==> config.mk <==
export PLATFORM = sky130hd
export DESIGN_NAME = pll_step_ctrl
export DESIGN_NICKNAME = d
export VERILOG_FILES = /design/src/rtl/pll_step_pkg.sv /design/src/rtl/pll_step_ctrl_fsm.sv /design/src/rtl/pll_step_ctrl_dp.sv /design/src/rtl/pll_step_ctrl.sv
export SDC_FILE = /design/constraint.sdc
export NUM_CORES = 1
export LEC_CHECK = 0
export ABC_AREA = 1
export BUFFER_PORTS_ARGS = -buffer_cell sky130_fd_sc_hd__buf_4
export CAP_MARGIN = 10
export CORE_ASPECT_RATIO = 0.7
export CORE_MARGIN = 1.5
export CORE_UTILIZATION = 45
export DETAILED_ROUTE_END_ITERATION = 10
export PLACE_DENSITY = 0.67
export SYNTH_ARGS = -nofsm -noshare
export SYNTH_HDL_FRONTEND = slang
export SYNTH_HIERARCHICAL = 1
export SYNTH_SLANG_ARGS = --single-unit
==> constraint.sdc <==
create_clock -name clk -period 6.7 [get_ports clk]
set_input_delay 1.34 -clock clk [delete_from_list [all_inputs] [get_ports clk]]
set_output_delay 1.34 -clock clk [all_outputs]
set_load 0.005 [all_outputs]
==> src/rtl/pll_step_pkg.sv <==
package pll_step_pkg;

  typedef enum logic {
    ST_IDLE   = 1'b0,
    ST_SWITCH = 1'b1
  } step_state_e;

  typedef struct packed {
    logic start;
    logic commit;
    logic dirUp;
  } step_strobe_t;

  localparam int unsigned NUM_SRC = 3;

endpackage

==> src/rtl/pll_step_ctrl_fsm.sv <==
module pll_step_ctrl_fsm
  import pll_step_pkg::*;
(
  input  logic         clk,
  input  logic         rstN,
  input  logic         upReq,
  input  logic         downReq,
  input  logic         selAck,
  input  logic         nbrLocked,
  input  logic         atTop,
  input  logic         atBottom,
  output step_strobe_t strobe
);

  step_state_e stateQ;
  logic        pendValidQ;
  logic        pendUpQ;
  logic        dirQ;

  logic newReq;
  logic legal;
  logic serve;
  logic drop;
  logic commit;

  // both directions at once cancel out
  assign newReq = upReq ^ downReq;
  // range test is made when the request is about to be served
  assign legal  = pendUpQ ? !atTop : !atBottom;
  // a legal request waits for both neighbour locks
  assign serve  = (stateQ == ST_IDLE) && pendValidQ && legal && nbrLocked;
  assign drop   = (stateQ == ST_IDLE) && pendValidQ && !legal;
  assign commit = (stateQ == ST_SWITCH) && selAck;

  always_ff @(posedge clk) begin
    if (!rstN) begin
      stateQ     <= ST_IDLE;
      pendValidQ <= 1'b0;
      pendUpQ    <= 1'b0;
      dirQ       <= 1'b0;
    end else begin
      if (newReq) begin
        pendValidQ <= 1'b1;
        pendUpQ    <= upReq;
      end else if (serve || drop) begin
        pendValidQ <= 1'b0;
      end
      if (serve) begin
        stateQ <= ST_SWITCH;
        dirQ   <= pendUpQ;
      end else if (commit) begin
        stateQ <= ST_IDLE;
      end
    end
  end

  always_comb begin
    strobe.start  = serve;
    strobe.commit = commit;
    strobe.dirUp  = serve ? pendUpQ : dirQ;
  end

  a_r5_start_needs_lock: assert property (@(posedge clk) disable iff (!rstN)
    strobe.start |-> nbrLocked);

  a_r3_commit_needs_ack: assert property (@(posedge clk) disable iff (!rstN)
    strobe.commit |-> selAck);

  a_r2_no_back_to_back_start: assert property (@(posedge clk) disable iff (!rstN)
    strobe.start |=> !strobe.start);

  a_r6_no_start_past_edge: assert property (@(posedge clk) disable iff (!rstN)
    strobe.start |-> (strobe.dirUp ? !atTop : !atBottom));

endmodule

==> src/rtl/pll_step_ctrl_dp.sv <==
module pll_step_ctrl_dp
  import pll_step_pkg::*;
#(
  parameter int NUM_STEPS  = 24,
  parameter int RESET_STEP = 12,
  parameter int DIV_W      = 8,
  parameter int DIV_BASE   = 40,
  parameter bit FIXED_MODE = 1'b0,
  parameter int FIX_STEP0  = 4,
  parameter int FIX_STEP1  = 12,
  parameter int FIX_STEP2  = 20,
  localparam int STEP_W    = $clog2(NUM_STEPS)
) (
  input  logic                       clk,
  input  logic                       rstN,
  input  step_strobe_t               strobe,
  input  logic [NUM_SRC-1:0]         pllLock,
  output logic [1:0]                 clkSel,
  output logic [STEP_W-1:0]          stepIdx,
  output logic [NUM_SRC*DIV_W-1:0]   pllDiv,
  output logic                       nbrLocked,
  output logic                       atTop,
  output logic                       atBottom
);

  localparam int MAX_STEP = NUM_STEPS - 1;
  localparam int RST_HI   = (RESET_STEP >= MAX_STEP) ? MAX_STEP : RESET_STEP + 1;
  localparam int RST_LO   = (RESET_STEP <= 0) ? 0 : RESET_STEP - 1;

  function automatic logic [DIV_W-1:0] toDiv(input int s);
    return DIV_W'(DIV_BASE + s);
  endfunction

  logic [3:0] lockExt;
  assign lockExt = {1'b0, pllLock};

  generate
    if (!FIXED_MODE) begin : g_bracket
      logic [STEP_W-1:0] stepQ;
      logic [1:0]        actQ, hiQ, loQ, selQ;
      logic [DIV_W-1:0]  divQ [NUM_SRC];
      logic [1:0]        farSrc;
      int                newStepI;
      int                farStepI;

      always_comb begin
        newStepI = strobe.dirUp ? int'(stepQ) + 1 : int'(stepQ) - 1;
        if (strobe.dirUp) farStepI = (newStepI >= MAX_STEP) ? MAX_STEP : newStepI + 1;
        else              farStepI = (newStepI <= 0) ? 0 : newStepI - 1;
        // the source leaving the far side gets reprogrammed
        farSrc = strobe.dirUp ? loQ : hiQ;
      end

      always_ff @(posedge clk) begin
        if (!rstN) begin
          stepQ   <= STEP_W'(RESET_STEP);
          actQ    <= 2'd0;
          hiQ     <= 2'd1;
          loQ     <= 2'd2;
          selQ    <= 2'd0;
          divQ[0] <= toDiv(RESET_STEP);
          divQ[1] <= toDiv(RST_HI);
          divQ[2] <= toDiv(RST_LO);
        end else begin
          if (strobe.start) begin
            selQ <= strobe.dirUp ? hiQ : loQ;
          end
          if (strobe.commit) begin
            stepQ <= STEP_W'(newStepI);
            if (strobe.dirUp) begin
              actQ <= hiQ;
              loQ  <= actQ;
              hiQ  <= loQ;
            end else begin
              actQ <= loQ;
              hiQ  <= actQ;
              loQ  <= hiQ;
            end
            for (int i = 0; i < NUM_SRC; i++) begin
              if (farSrc == 2'(i)) divQ[i] <= toDiv(farStepI);
            end
          end
        end
      end

      for (genvar gi = 0; gi < NUM_SRC; gi++) begin : g_div
        assign pllDiv[gi*DIV_W +: DIV_W] = divQ[gi];

        a_r9_div_in_range: assert property (@(posedge clk) disable iff (!rstN)
          (divQ[gi] >= toDiv(0)) && (divQ[gi] <= toDiv(MAX_STEP)));
      end

      assign clkSel    = selQ;
      assign stepIdx   = stepQ;
      assign nbrLocked = lockExt[hiQ] & lockExt[loQ];
      assign atTop     = (int'(stepQ) == MAX_STEP);
      assign atBottom  = (stepQ == '0);

      a_r4_step_unit: assert property (@(posedge clk) disable iff (!rstN)
        (stepQ != $past(stepQ)) |->
          ((stepQ == STEP_W'($past(stepQ) + 1'b1)) || (stepQ == STEP_W'($past(stepQ) - 1'b1))));

      a_r2_sel_to_neighbour: assert property (@(posedge clk) disable iff (!rstN)
        (selQ != $past(selQ)) |-> ((selQ == $past(hiQ)) || (selQ == $past(loQ))));

      a_r4_active_is_selected: assert property (@(posedge clk) disable iff (!rstN)
        strobe.commit |=> (actQ == selQ));

      a_r4_roles_distinct: assert property (@(posedge clk) disable iff (!rstN)
        (actQ != hiQ) && (actQ != loQ) && (hiQ != loQ));

    end else begin : g_fixed
      logic [1:0] actQ, selQ;

      always_ff @(posedge clk) begin
        if (!rstN) begin
          actQ <= 2'd1;
          selQ <= 2'd1;
        end else begin
          if (strobe.start) begin
            selQ <= strobe.dirUp ? actQ + 2'd1 : actQ - 2'd1;
          end
          if (strobe.commit) begin
            actQ <= selQ;
          end
        end
      end

      always_comb begin
        case (actQ)
          2'd0:    stepIdx = STEP_W'(FIX_STEP0);
          2'd2:    stepIdx = STEP_W'(FIX_STEP2);
          default: stepIdx = STEP_W'(FIX_STEP1);
        endcase
      end

      assign pllDiv[0*DIV_W +: DIV_W] = toDiv(FIX_STEP0);
      assign pllDiv[1*DIV_W +: DIV_W] = toDiv(FIX_STEP1);
      assign pllDiv[2*DIV_W +: DIV_W] = toDiv(FIX_STEP2);
      assign clkSel    = selQ;
      assign nbrLocked = &pllLock;
      assign atTop     = (actQ == 2'd2);
      assign atBottom  = (actQ == 2'd0);

      a_r10_sel_adjacent: assert property (@(posedge clk) disable iff (!rstN)
        (selQ != $past(selQ)) |->
          ((selQ == $past(actQ) + 2'd1) || (selQ == $past(actQ) - 2'd1)));

      a_r10_sel_valid: assert property (@(posedge clk) disable iff (!rstN)
        selQ != 2'd3);
    end
  endgenerate

endmodule

==> src/rtl/pll_step_ctrl.sv <==
module pll_step_ctrl
  import pll_step_pkg::*;
#(
  parameter int NUM_STEPS  = 24,
  parameter int RESET_STEP = 12,
  parameter int DIV_W      = 8,
  parameter int DIV_BASE   = 40,
  parameter bit FIXED_MODE = 1'b0,
  parameter int FIX_STEP0  = 4,
  parameter int FIX_STEP1  = 12,
  parameter int FIX_STEP2  = 20,
  localparam int STEP_W    = $clog2(NUM_STEPS)
) (
  input  logic                     clk,
  input  logic                     rstN,
  input  logic                     upReq,
  input  logic                     downReq,
  input  logic [2:0]               pllLock,
  input  logic                     selAck,
  output logic [1:0]               clkSel,
  output logic [3*DIV_W-1:0]       pllDiv,
  output logic [STEP_W-1:0]        stepIdx,
  output logic                     ready
);

  step_strobe_t strobe;
  logic         nbrLocked;
  logic         atTop;
  logic         atBottom;

  pll_step_ctrl_fsm u_fsm (
    .clk       (clk),
    .rstN      (rstN),
    .upReq     (upReq),
    .downReq   (downReq),
    .selAck    (selAck),
    .nbrLocked (nbrLocked),
    .atTop     (atTop),
    .atBottom  (atBottom),
    .strobe    (strobe)
  );

  pll_step_ctrl_dp #(
    .NUM_STEPS  (NUM_STEPS),
    .RESET_STEP (RESET_STEP),
    .DIV_W      (DIV_W),
    .DIV_BASE   (DIV_BASE),
    .FIXED_MODE (FIXED_MODE),
    .FIX_STEP0  (FIX_STEP0),
    .FIX_STEP1  (FIX_STEP1),
    .FIX_STEP2  (FIX_STEP2)
  ) u_dp (
    .clk       (clk),
    .rstN      (rstN),
    .strobe    (strobe),
    .pllLock   (pllLock),
    .clkSel    (clkSel),
    .stepIdx   (stepIdx),
    .pllDiv    (pllDiv),
    .nbrLocked (nbrLocked),
    .atTop     (atTop),
    .atBottom  (atBottom)
  );

  assign ready = nbrLocked;

  a_r3_step_needs_ack: assert property (@(posedge clk) disable iff (!rstN)
    (stepIdx != $past(stepIdx)) |-> $past(selAck));

  a_r3_div_needs_ack: assert property (@(posedge clk) disable iff (!rstN)
    (pllDiv != $past(pllDiv)) |-> $past(selAck));

  a_r6_step_in_range: assert property (@(posedge clk) disable iff (!rstN)
    int'(stepIdx) < NUM_STEPS);

endmodule

==> impl_results.md, run 1 <==
- Status: completed
- Leading cell types in the layout, fill and taps excluded: nand2_1 (59), buf_4 (41), inv_1 (37)
- Final period utilization: 0.751
- Die width: roughly 87 um
- Worst-path fanout max: 21
- Mux contribution to synthesized area: 0
- Crit path from: pllLock[2]
- Mean routed wirelength per cell: about 12 um
- FILL cells: roughly 430
- Initial Util: 0.467
- # port buffers: 39
- Max-slew headroom: 0.459
- Cells on worst reg2reg path: 22
- Final net count: approximately 330
- Final instance area: approximately 2700 um^2
- Vias in the first global route: about 1700
- Resized cells post-CTS: 0
- CTS max path bufs: 2
- Hold Buf Count CTS: 0
- Floorplan row count: 21
- Max Clock Skew: ~2.9 ps
- Minimum clock period: just over 5000 ps
- ANT cells: 0
- DP Wirelength: roughly 3500 um
- Worst hold path depth: 2
- Vias after detailed routing: 1896
- Multi-input logic area: approximately 950 um^2
- Core Area: between 4000 and 5000 um^2
- Drt pass-1 iters: 6
- CTS H-tree depth: 2
- Maxcap violations: 0
- Die Ht: 61.8 um
- Full die area: 5370 um^2
- Total I/O pin count: 40
- Register Area: approximately 1100 um^2
- CP required: slightly below 7000 ps
- Sequential fraction of the synthesis area: 0.478
- Global-route wire length before repair: between 7000 and 8000 um
- Inst Count DP: 374
- Synthesized Nets: ~290
- Critical R2R Launch: u_dp/g_bracket.hiQ[1]
- Setup TNS: 0 ps
- Inserted Clock Buffers: 5
- Hold WS: 476 ps
- CP arrival: 5070 ps
- Mapped Area: 2220 um^2
- Total GRT Usage: 0.189
- CP startpoint kind: input port
- Clock root cell: clkbuf_8
- Synth Register Bits: 41
- Antenna-violating nets left: 0
- Initial antenna violation count: 0
- HP Class: register to register
- Area delta synth->final: 20.5%
- Compound-Gate Fraction of Synth Area: 0.120
- Setup violation total in the final timing report: 0
- Lkg Pwr: roughly 1.2 nW
- Synth Area in Simple Gates: 0.264
- Largest family of logic cells by synthesized area: simple AND/OR/NAND/NOR gates
- Fmax: between 0.15 and 0.2 GHz
- Layout cells sized above 1: 0.252
- Xor and xnor area share after synthesis: 0.0113
- Worst-Margin Slew: slightly above 800 ps
- Power Total: between 500 and 600 uW
- Area after DPL: ~2600 um^2
- Post-CTS Setup Repair Bufs: 0
- Adder-Cell Fraction of Synth Area: 0.0338
- Post-Route WL: approximately 4600 um
- Flop2flop setup slack: ~2300 ps
- Slew Viols, Final: 0
- HP Start: u_fsm/dirQ
- Skew-Pair Late Insertion Delay: ~290 ps
- Finished Layout Cells: between 300 and 400
- Setup Crit Path Kind: input port to register
- FF-to-FF End: u_dp/g_bracket.divQ[0][4]
- Largest net degree at the start of global routing: 22
- Vias/cell: about 5
- Hold Vio Cnt, Final: 0
- CTS sink cnt: between 40 and 50
- Yosys Warn Count: 6
- RD Place Congestion: 0.847
- Netlist cell types: 33
- CTS tree: built
- Most common cell after layout, fill and taps aside: nand2_1
- Crit end category: register
- GRT overflow: 0
- Min-Delay Endpoint: u_fsm/dirQ
- Remaining DRCs: 0
- Synthesized instance count: 272
- Max VDD drop: 0.000116 V
- RSZ-0062 raised after global routing: no
- Clk pin slew, worst setup/hold paths: 70 ps
- Detailed Route Iter0 Violations: 116
- Avg Cell Area, Syn: about 8 um^2
- Pwr/cell area: about 200 nW/um^2
## worst max-delay path by stage
stage / cells past startpoint / to
2_1_floorplan: 20 / u_dp/g_bracket.divQ[0][12]
3_5_place_dp: 20 / u_dp/g_bracket.divQ[0][12]
6_report: 21 / u_dp/g_bracket.divQ[0][4]
3_3_place_gp: 19 / u_dp/g_bracket.divQ[0][12]
4_1_cts: 20 / u_dp/g_bracket.divQ[0][12]
5_1_grt: 21 / u_dp/g_bracket.divQ[0][4]
## worst max-delay path: stages
cell       delay [ps]
buf_4              80
nand2_1            40
a2111oi_0         680
inv_1             170
nor2_4            150
nand2_2            80
nand2_2            70
nand2_1           460
inv_2             340
nand2_1           130
nand2_1           100
nand2_2            90
nand2_4           110
nand2_2            70
nand2_1            70
nand2_1            60
a21boi_0          250
nor2_1            100
nor2_2            110
ha_1              230
or2_2             320
## cells by family (layout without fill, tap and decap cells)
group	Yosys count	count (layout)
compound gates	49	49
xor+xnor	2	2
fa+ha+maj	6	6
buf+inv	51	92
flops	41	41
simple gates	123	123
## power by group
| part | leakage [nW] | internal, mW | switching, mW | total, mW |
|---|---|---|---|---|
| Clock | 0.0528 | 0.110 | 0.0836 | 0.194 |
| Sequential | 0.348 | 0.272 | 0.00435 | 0.277 |
| Combinational | 0.810 | 0.0220 | 0.0324 | 0.0544 |
## registers in the layout, summed over array words and instances (netlist names)
name / flops
u_dp/stepIdx: 5
u_dp/g_bracket.loQ: 2
u_dp/g_bracket.hiQ: 2
u_dp/g_bracket.divQ: 24
u_fsm/stateQ: 1
u_fsm/pendValidQ: 1
u_fsm/dirQ: 1
u_fsm/pendUpQ: 1
u_dp/clkSel: 2
u_dp/g_bracket.actQ: 2
## layer usage
metal,track usage,vias up,part of all wire
met1,0.266,862,0.50
met5,0,-,0
li1,-,960,-
met4,0.0783,0,0.012
met2,0.286,67,0.43
met3,0.0436,7,0.059
## per-stage QoR
stage | util | setup slack, ps
after floorplan | - | 2220
final | 0.563 | 1670
after global routing | 0.563 | 1320
after CTS | 0.563 | 1680
after global placement | 0.540 | 1490
after detailed placement | 0.540 | 1410
## cell type report
cell class	instances	share of cell area
sequential	41	0.396
multi-input combinational	180	0.356
timing repair buffer	41	0.115
inverter	43	0.0603
tap	69	0.0323
clock buffer	6	0.0271
clock inverter	2	0.0126
## synthesized netlist by cell type
cell / count / share of area
nand2_1: 59 / 0.10
inv_1: 37 / 0.063
edfxtp_1: 24 / 0.32
nor2_1: 20 / 0.034
o21ai_0: 20 / 0.045
a21oi_1: 18 / 0.041
dfxtp_1: 17 / 0.15
nand3_1: 14 / 0.032
nand2_2: 13 / 0.037
ha_1: 6 / 0.034
clkbuf_1: 5 / 0.0085
inv_2: 5 / 0.0085
nor2_2: 4 / 0.011
nand3_2: 3 / 0.014
nand4_1: 3 / 0.0085
o21ai_1: 3 / 0.0068
a21boi_0: 2 / 0.0068
buf_4: 2 / 0.0068
nand2_4: 2 / 0.010
o211ai_1: 2 / 0.0068
a2111oi_0: 1 / 0.0039
a21oi_2: 1 / 0.0039
a31oi_1: 1 / 0.0028
buf_6: 1 / 0.0051
clkinv_1: 1 / 0.0017
nand4_2: 1 / 0.0056
nor2_4: 1 / 0.0051
nor4_1: 1 / 0.0028
o31ai_1: 1 / 0.0034
or2_0: 1 / 0.0028
or2_2: 1 / 0.0028
xnor2_1: 1 / 0.0039
xnor2_2: 1 / 0.0073
Power figures use the tool's default switching activity.
==> inputs of run 2 (changes only) <==
Settings changed: PLACE_DENSITY 0.67 to 0.69.
Clock period 6.7 ns to 4.3 ns, I/O delays scaled along.
==> run 2 against run 1 <==
Against the previous run: critical path depth shrank 1; wire length fell by 0.17%; core utilization grew 0.53 points; first-iteration DRC count rose by 33%; final area rose by 0.93%; clock power rose by 25%; critical path type unchanged.
==> impl_results.md, run 2 (synthesized netlist as in run 1, its figures left out) <==
- Status: completed
- Setup TNS: 0 ps (unchanged)
- FF-to-FF End: u_dp/g_bracket.divQ[0][20]
- Cells on worst reg2reg path: 21 (-4.5%)
- RD Place Congestion: 0.830 (-2.0%)
- Multi-input logic area: 953 um^2 (unchanged)
- Largest net degree at the start of global routing: 16 (-27%)
- CTS tree: built
- Most common cell after layout, fill and taps aside: nand2_1
- Remaining DRCs: 0 (unchanged)
- CP arrival: 3920 ps (-1150 ps)
- DP Wirelength: 3600 um (+2.1%)
- Die Ht: 61.8 um (unchanged)
- Vias in the first global route: 1743 (+3.9%)
- Inserted Clock Buffers: 5 (unchanged)
- Fmax: between 0.2 and 0.3 GHz
- FILL cells: 441 (+3.5%)
- Detailed Route Iter0 Violations: 154 (+33%)
- Initial antenna violation count: 0 (unchanged)
- Final period utilization: 0.903
- Max Clock Skew: 5.70 ps (+2.79 ps)
- Pwr/cell area: 281 nW/um^2 (+43%)
- Post-Route WL: 4630 um (-0.17%)
- Full die area: 5370 um^2 (unchanged)
- Min-Delay Endpoint: u_fsm/dirQ
- ANT cells: 0 (unchanged)
- Worst hold path depth: 2 (unchanged)
- Total GRT Usage: 0.188 (-0.000993)
- Post-CTS Setup Repair Bufs: 0 (unchanged)
- Hold Vio Cnt, Final: 0 (unchanged)
- Initial Util: 0.467 (unchanged)
- # port buffers: 39 (unchanged)
- CP startpoint kind: input port
- Final net count: 332 (+1.8%)
- Skew-Pair Late Insertion Delay: 290 ps (about the same)
- Clk pin slew, worst setup/hold paths: 80 ps (about the same)
- Lkg Pwr: 1.23 nW (+1.7%)
- Floorplan row count: 21 (unchanged)
- Flop2flop setup slack: 600 ps (-1710 ps)
- GRT overflow: 0 (unchanged)
- Clock root cell: clkbuf_8
- Crit end category: register
- CTS max path bufs: 2 (unchanged)
- Die width: 87.0 um (unchanged)
- Hold Buf Count CTS: 0 (unchanged)
- Resized cells post-CTS: 0 (unchanged)
- CTS sink cnt: 41 (unchanged)
- Minimum clock period: 3880 ps
- Global-route wire length before repair: 7710 um (+1.8%)
- Max-slew headroom: 0.622 (+0.163)
- Slew Viols, Final: 0 (unchanged)
- Drt pass-1 iters: 4 (-2)
- Critical R2R Launch: u_dp/g_bracket.hiQ[1]
- Setup violation total in the final timing report: 0 (unchanged)
- Worst-path fanout max: 6 (-71%)
- Antenna-violating nets left: 0 (unchanged)
- Layout cells sized above 1: 0.273 (+0.0203)
- Inst Count DP: 380 (+1.6%)
- Vias after detailed routing: 1893 (-0.16%)
- Total I/O pin count: 40 (unchanged)
- Worst-Margin Slew: 552 ps (-257 ps)
- HP Class: register to register
- Leading cell types in the layout, fill and taps excluded: nand2_1 (59), buf_4 (47), inv_1 (37)
- HP Start: u_fsm/dirQ
- Area delta synth->final: 21.6%
- CTS H-tree depth: 2 (unchanged)
- Core Area: 4760 um^2 (unchanged)
- Largest register FFs: 24 (unchanged)
- Vias/cell: 4.88 (-1.7%)
- Setup Crit Path Kind: input port to register
- Maxcap violations: 0 (unchanged)
- RSZ-0062 raised after global routing: no
- CP required: 4340 ps (-2400 ps)
- Register Area: 1060 um^2 (unchanged)
- Power Total: 760 uW (+45%)
- Mean routed wirelength per cell: 11.9 um (-1.7%)
- Finished Layout Cells: 388 (+1.6%)
- Biggest register: u_dp/g_bracket.divQ
- Max VDD drop: 0.000141 V (+21%)
-- run 2: cell type report --
type	count	area share
flip-flops and latches	41	0.393
inverters	43	0.0597
clock buffers	5	0.0255
multi-input cells	180	0.353
clock inverters	3	0.00648
well taps	69	0.0320
repair buffers	47	0.131
-- run 2: power breakdown --
part | switching [mW] | total (mW) | internal [mW]
clock | 0.130 | 0.242 | 0.112
sequential | 0.00699 | 0.431 | 0.425
combinational | 0.0504 | 0.0866 | 0.0361
total | 0.187 | 0.760 | 0.573
-- run 2: through the flow --
stage          hold slack, ps  instance area (um^2)  utilization  setup WS, ps
2_1_floorplan             444                  2220            -           296
6_report                  470                  2700        0.568           416
3_3_place_gp              461                  2620        0.550           179
4_1_cts                   474                  2700        0.568           440
3_5_place_dp              459                  2620        0.550           121
5_1_grt                   488                  2700        0.568          81.5
-- run 2: critical path, cell delays in order --
cell       delay [ps]
buf_4              80
nand2_1            40
a2111oi_0         540
inv_1             160
nor2_4            140
nand2_2            80
nand2_2            70
nand2_1           180
xnor2_2           240
inv_2              80
ha_1              150
nand3_1           100
a21oi_1           190
nand2_1           100
nand2_2            90
nand2_2            70
nand2_1            90
nor2_2             50
ha_1              270
or2_2             320
-- run 2: layer usage --
metal	up-vias	global-route usage	wire length [um]
met2	55	0.293	2040
li1	979	-	-
met1	850	0.257	2280
met5	-	0	0
met4	0	0.0783	66
met3	9	0.0449	251
-- run 2: how the worst max path moves through the flow --
stage	start	endpoint
after global placement	pllLock[2]	u_dp/g_bracket.divQ[0][12]
after floorplan	pllLock[2]	u_dp/g_bracket.divQ[0][12]
after CTS	pllLock[2]	u_dp/g_bracket.divQ[0][4]
final	pllLock[2]	u_dp/g_bracket.divQ[0][20]
after global routing	pllLock[2]	u_dp/g_bracket.divQ[0][20]
after detailed placement	pllLock[2]	u_dp/g_bracket.divQ[0][12]
==> inputs of run 3 (changes only) <==
--- a/config.mk
+++ b/config.mk
@@ -6,5 +6,4 @@
 export NUM_CORES = 1
 export LEC_CHECK = 0
-export ABC_AREA = 1
 export BUFFER_PORTS_ARGS = -buffer_cell sky130_fd_sc_hd__buf_4
 export CAP_MARGIN = 10
==> constraint.sdc (replaced) <==
create_clock -name clk -period 4.3 [get_ports clk]
set_input_delay 1.075 -clock clk [delete_from_list [all_inputs] [get_ports clk]]
set_output_delay 1.075 -clock clk [all_outputs]
set_load 0.005 [all_outputs]
==> run 3 against run 2 <==
Against the previous run: global-route usage decreased by 0.87 points; critical path depth is 4 lower; power up 8.3%; sequential share of layout area up 0.24 points; clock skew increased by 5.0 ps; combinational power up 4.7%; die area decreased by 1.9%; clock power up 24%; via count down 11%; count of clock-buffer cells in the layout increased by 1; setup slack worse by 130 ps; hold slack gained 32 ps; critical endpoint is now u_dp/g_bracket.divQ[0][12]; largest cell class unchanged; largest power group unchanged; highest routed layer unchanged.
==> impl_results.md, run 3 <==
- Max Clock Skew: 10.7 ps (+4.99 ps)
- RSZ-0062 raised after global routing: no
- Clock root cell: clkbuf_8
- Mapped Area: 2180 um^2 (-2.0%)
- Layout cells sized above 1: 0.277 (+0.00395)
- DP Wirelength: 3120 um (-13%)
- Post-Route WL: 4390 um (-5.2%)
- ANT cells: 0 (unchanged)
- Netlist cell types: 53 (+61%)
- Full die area: 5270 um^2 (-1.9%)
- Worst-path fanout max: 16 (+10)
- Setup TNS: 0 ps (unchanged)
- Ys flop type: edfxtp_1
- Hold Vio Cnt, Final: 0 (unchanged)
- Vias/cell: 5.45 (+12%)
- Mean routed wirelength per cell: 14.3 um (+19%)
- Largest register FFs: 24 (unchanged)
- Detailed Route Iter0 Violations: 103 (-33%)
- Pwr/cell area: 306 nW/um^2 (+9.0%)
- Setup Crit Path Kind: input port to register
- Yosys Warn Count: 6 (unchanged)
- HP Class: register to register
- Antenna-violating nets left: 0 (unchanged)
- Area contributors post-synth: edfxtp_1 (33%), dfxtp_1 (16%), nand2_1 (3.8%)
- Inserted Clock Buffers: 5 (unchanged)
- Clk pin slew, worst setup/hold paths: 80 ps (about the same)
- CTS H-tree depth: 2 (unchanged)
- CTS max path bufs: 2 (unchanged)
- RD Place Congestion: 0.853 (+2.8%)
- CTS tree: built
- Status: completed
- Max-slew headroom: 0.669 (+0.0467)
- Area delta synth->final: 23.4%
- Post-CTS Setup Repair Bufs: 0 (unchanged)
- Synthesized Nets: 222 (-22%)
- Floorplan row count: 20 (-4.8%)
- Avg Cell Area, Syn: 10.5 um^2 (+28%)
- # port buffers: 39 (unchanged)
- Maxcap violations: 0 (unchanged)
- Power Total: 823 uW (+8.3%)
- Biggest register: u_dp/g_bracket.divQ
- Setup violation total in the final timing report: 0 (unchanged)
- Initial antenna violation count: 0 (unchanged)
- Ys async rst share: 0 (unchanged)
- Cell taking the most area after synthesis: edfxtp_1
- Drt pass-1 iters: 4 (unchanged)
- Top cells by count, synth: edfxtp_1 (24), nand2_1 (22), dfxtp_1 (17), a21oi_1 (11), inv_1 (11)
- CP required: 4320 ps (-20 ps)
- Synth Register Bits: 41 (unchanged)
- Total I/O pin count: 40 (unchanged)
- Hold Buf Count CTS: 0 (unchanged)
- Minimum clock period: 4020 ps (+134 ps)
- CP arrival: 4040 ps (+120 ps)
- Lkg Pwr: 1.05 nW (-15%)
- Leading cell types in the layout, fill and taps excluded: buf_4 (49), edfxtp_1 (24), nand2_1 (22)
- Remaining DRCs: 0 (unchanged)
- Share of the synthesized area in the top cell type: 0.331 (+0.00672)
- Skew-Pair Late Insertion Delay: 290 ps (about the same)
- Final net count: 266 (-20%)
- Most common cell after layout, fill and taps aside: buf_4
- Vias in the first global route: 1519 (-13%)
- Vias after detailed routing: 1680 (-11%)
- Initial Util: 0.486 (+0.0188)
- Core Area: 4480 um^2 (-5.8%)
- Most frequent cell after synthesis: edfxtp_1
- Worst-Margin Slew: 494 ps (-58.0 ps)
- Largest net degree at the start of global routing: 24 (+8)
- GRT overflow: 0 (unchanged)
- Total GRT Usage: 0.180 (-0.00871)
- Slew Viols, Final: 0 (unchanged)
- Max VDD drop: 0.000182 V (+29%)
- Die Ht: 61.2 um (-0.97%)
- Fmax: 0.249 GHz (-3.3%)
- Die width: 86.1 um (-0.98%)
- Final period utilization: 0.934 (+0.0311)
- Crit end category: register
- Sequential fraction of the synthesis area: 0.488 (+0.00989)
- CTS sink cnt: 41 (unchanged)
- Post-synth EDFFs: 24 (unchanged)
- Global-route wire length before repair: 7190 um (-6.8%)
- Synthesized instance count: 208 (-24%)
- CP startpoint kind: input port
[run 3: cell count changes in the layout (fill, tap and decap cells not counted), moves of 6 or more]
cell	previous run	this run
mux2i_1	0	8
nand2_1	59	22
nand2_2	13	0
and2_1	0	7
nor2_1	20	6
o21ai_0	20	9
inv_1	37	11
nand3_1	14	3
a21oi_1	18	10
nor2b_1	0	6
[run 3: logic make-up (layout without fill, tap and decap cells)]
| group | count (synthesis) | after routing | share of synthesized area |
|---|---|---|---|
| adder cells (fa/ha/maj) | 7 | 7 | 0.0397 |
| AO/OA/AOI/OAI | 52 | 52 | 0.173 |
| multiplexers | 8 | 8 | 0.0368 |
| AND/OR/NAND/NOR | 64 | 64 | 0.168 |
| flip-flops | 41 | 41 | 0.488 |
| buffers and inverters | 26 | 71 | 0.0552 |
| XOR/XNOR | 10 | 10 | 0.0403 |
[run 3: per-stage QoR]
stage	hold WS (ps)	utilization	worst slack, ps	instance area (um^2)	std cells
CTS	507	0.598	314	2680	308
floorplan	461	-	66.0	2180	208
global route	530	0.599	50.6	2690	308
detailed placement	490	0.574	25.8	2570	300
global placement	471	0.574	54.9	2570	300
finish	502	0.599	283	2690	308
[run 3: path summary, 6_finish.rpt]
| kind | from | to | slack, ps | cells after the start |
|---|---|---|---|---|
| setup / recovery | pllLock[2] | u_dp/g_bracket.divQ[0][12] | 280 | 16 |
| hold / removal | u_dp/clkSel[1] | u_dp/clkSel[1] | 500 | 1 |
| setup reg to reg | u_dp/g_bracket.loQ[1] | u_dp/g_bracket.divQ[0][12] | 710 | 16 |
| hold reg to reg | u_dp/clkSel[1] | u_dp/clkSel[1] | 500 | 1 |
[run 3: layout make-up]
class                           instances  area (um^2)
Timing Repair Buffer                   50          388
Clock inverter                          2         33.8
Clock buffer                            6         72.6
Multi-Input combinational cell        141         1010
Inverter                               13         51.3
Tap cell                               55         68.8
Sequential cell                        41         1060
Fill cell                             380         1790
[run 3: what timing repair did]
item	CTS	global route
gates resized for setup	0	2
endpoints found under the hold margin	0	0
endpoints found under the setup margin	0	3
[run 3: power by group]
| group | leakage [nW] | internal (mW) | switching (mW) | total [mW] |
|---|---|---|---|---|
| clock network | 0.0528 | 0.171 | 0.127 | 0.299 |
| logic | 0.652 | 0.0448 | 0.0459 | 0.0907 |
| registers | 0.348 | 0.425 | 0.00824 | 0.433 |
[run 3: per-layer routing]
| metal | routed length (um) | GRT usage | vias to the layer above | part of all wire |
|---|---|---|---|---|
| li1 | - | - | 832 | - |
| met1 | 2230 | 0.244 | 808 | 0.51 |
| met2 | 1970 | 0.294 | 33 | 0.45 |
| met3 | 139 | 0.0362 | 7 | 0.032 |
| met4 | 55 | 0.0622 | 0 | 0.013 |
| met5 | 0 | 0 | - | 0 |
[run 3: worst max-delay path: stages]
cell and delay [ps]:
buf_4 90, inv_1 30, o21ai_0 140, a32oi_1 130, a21oi_2 190, nand3b_4 110, o21ba_2 220, o21ai_2 150
buf_12 170, inv_4 30, or4_4 520, a21boi_4 180, a31o_1 230, a211oi_2 310, ha_1 280, nand2b_1 170
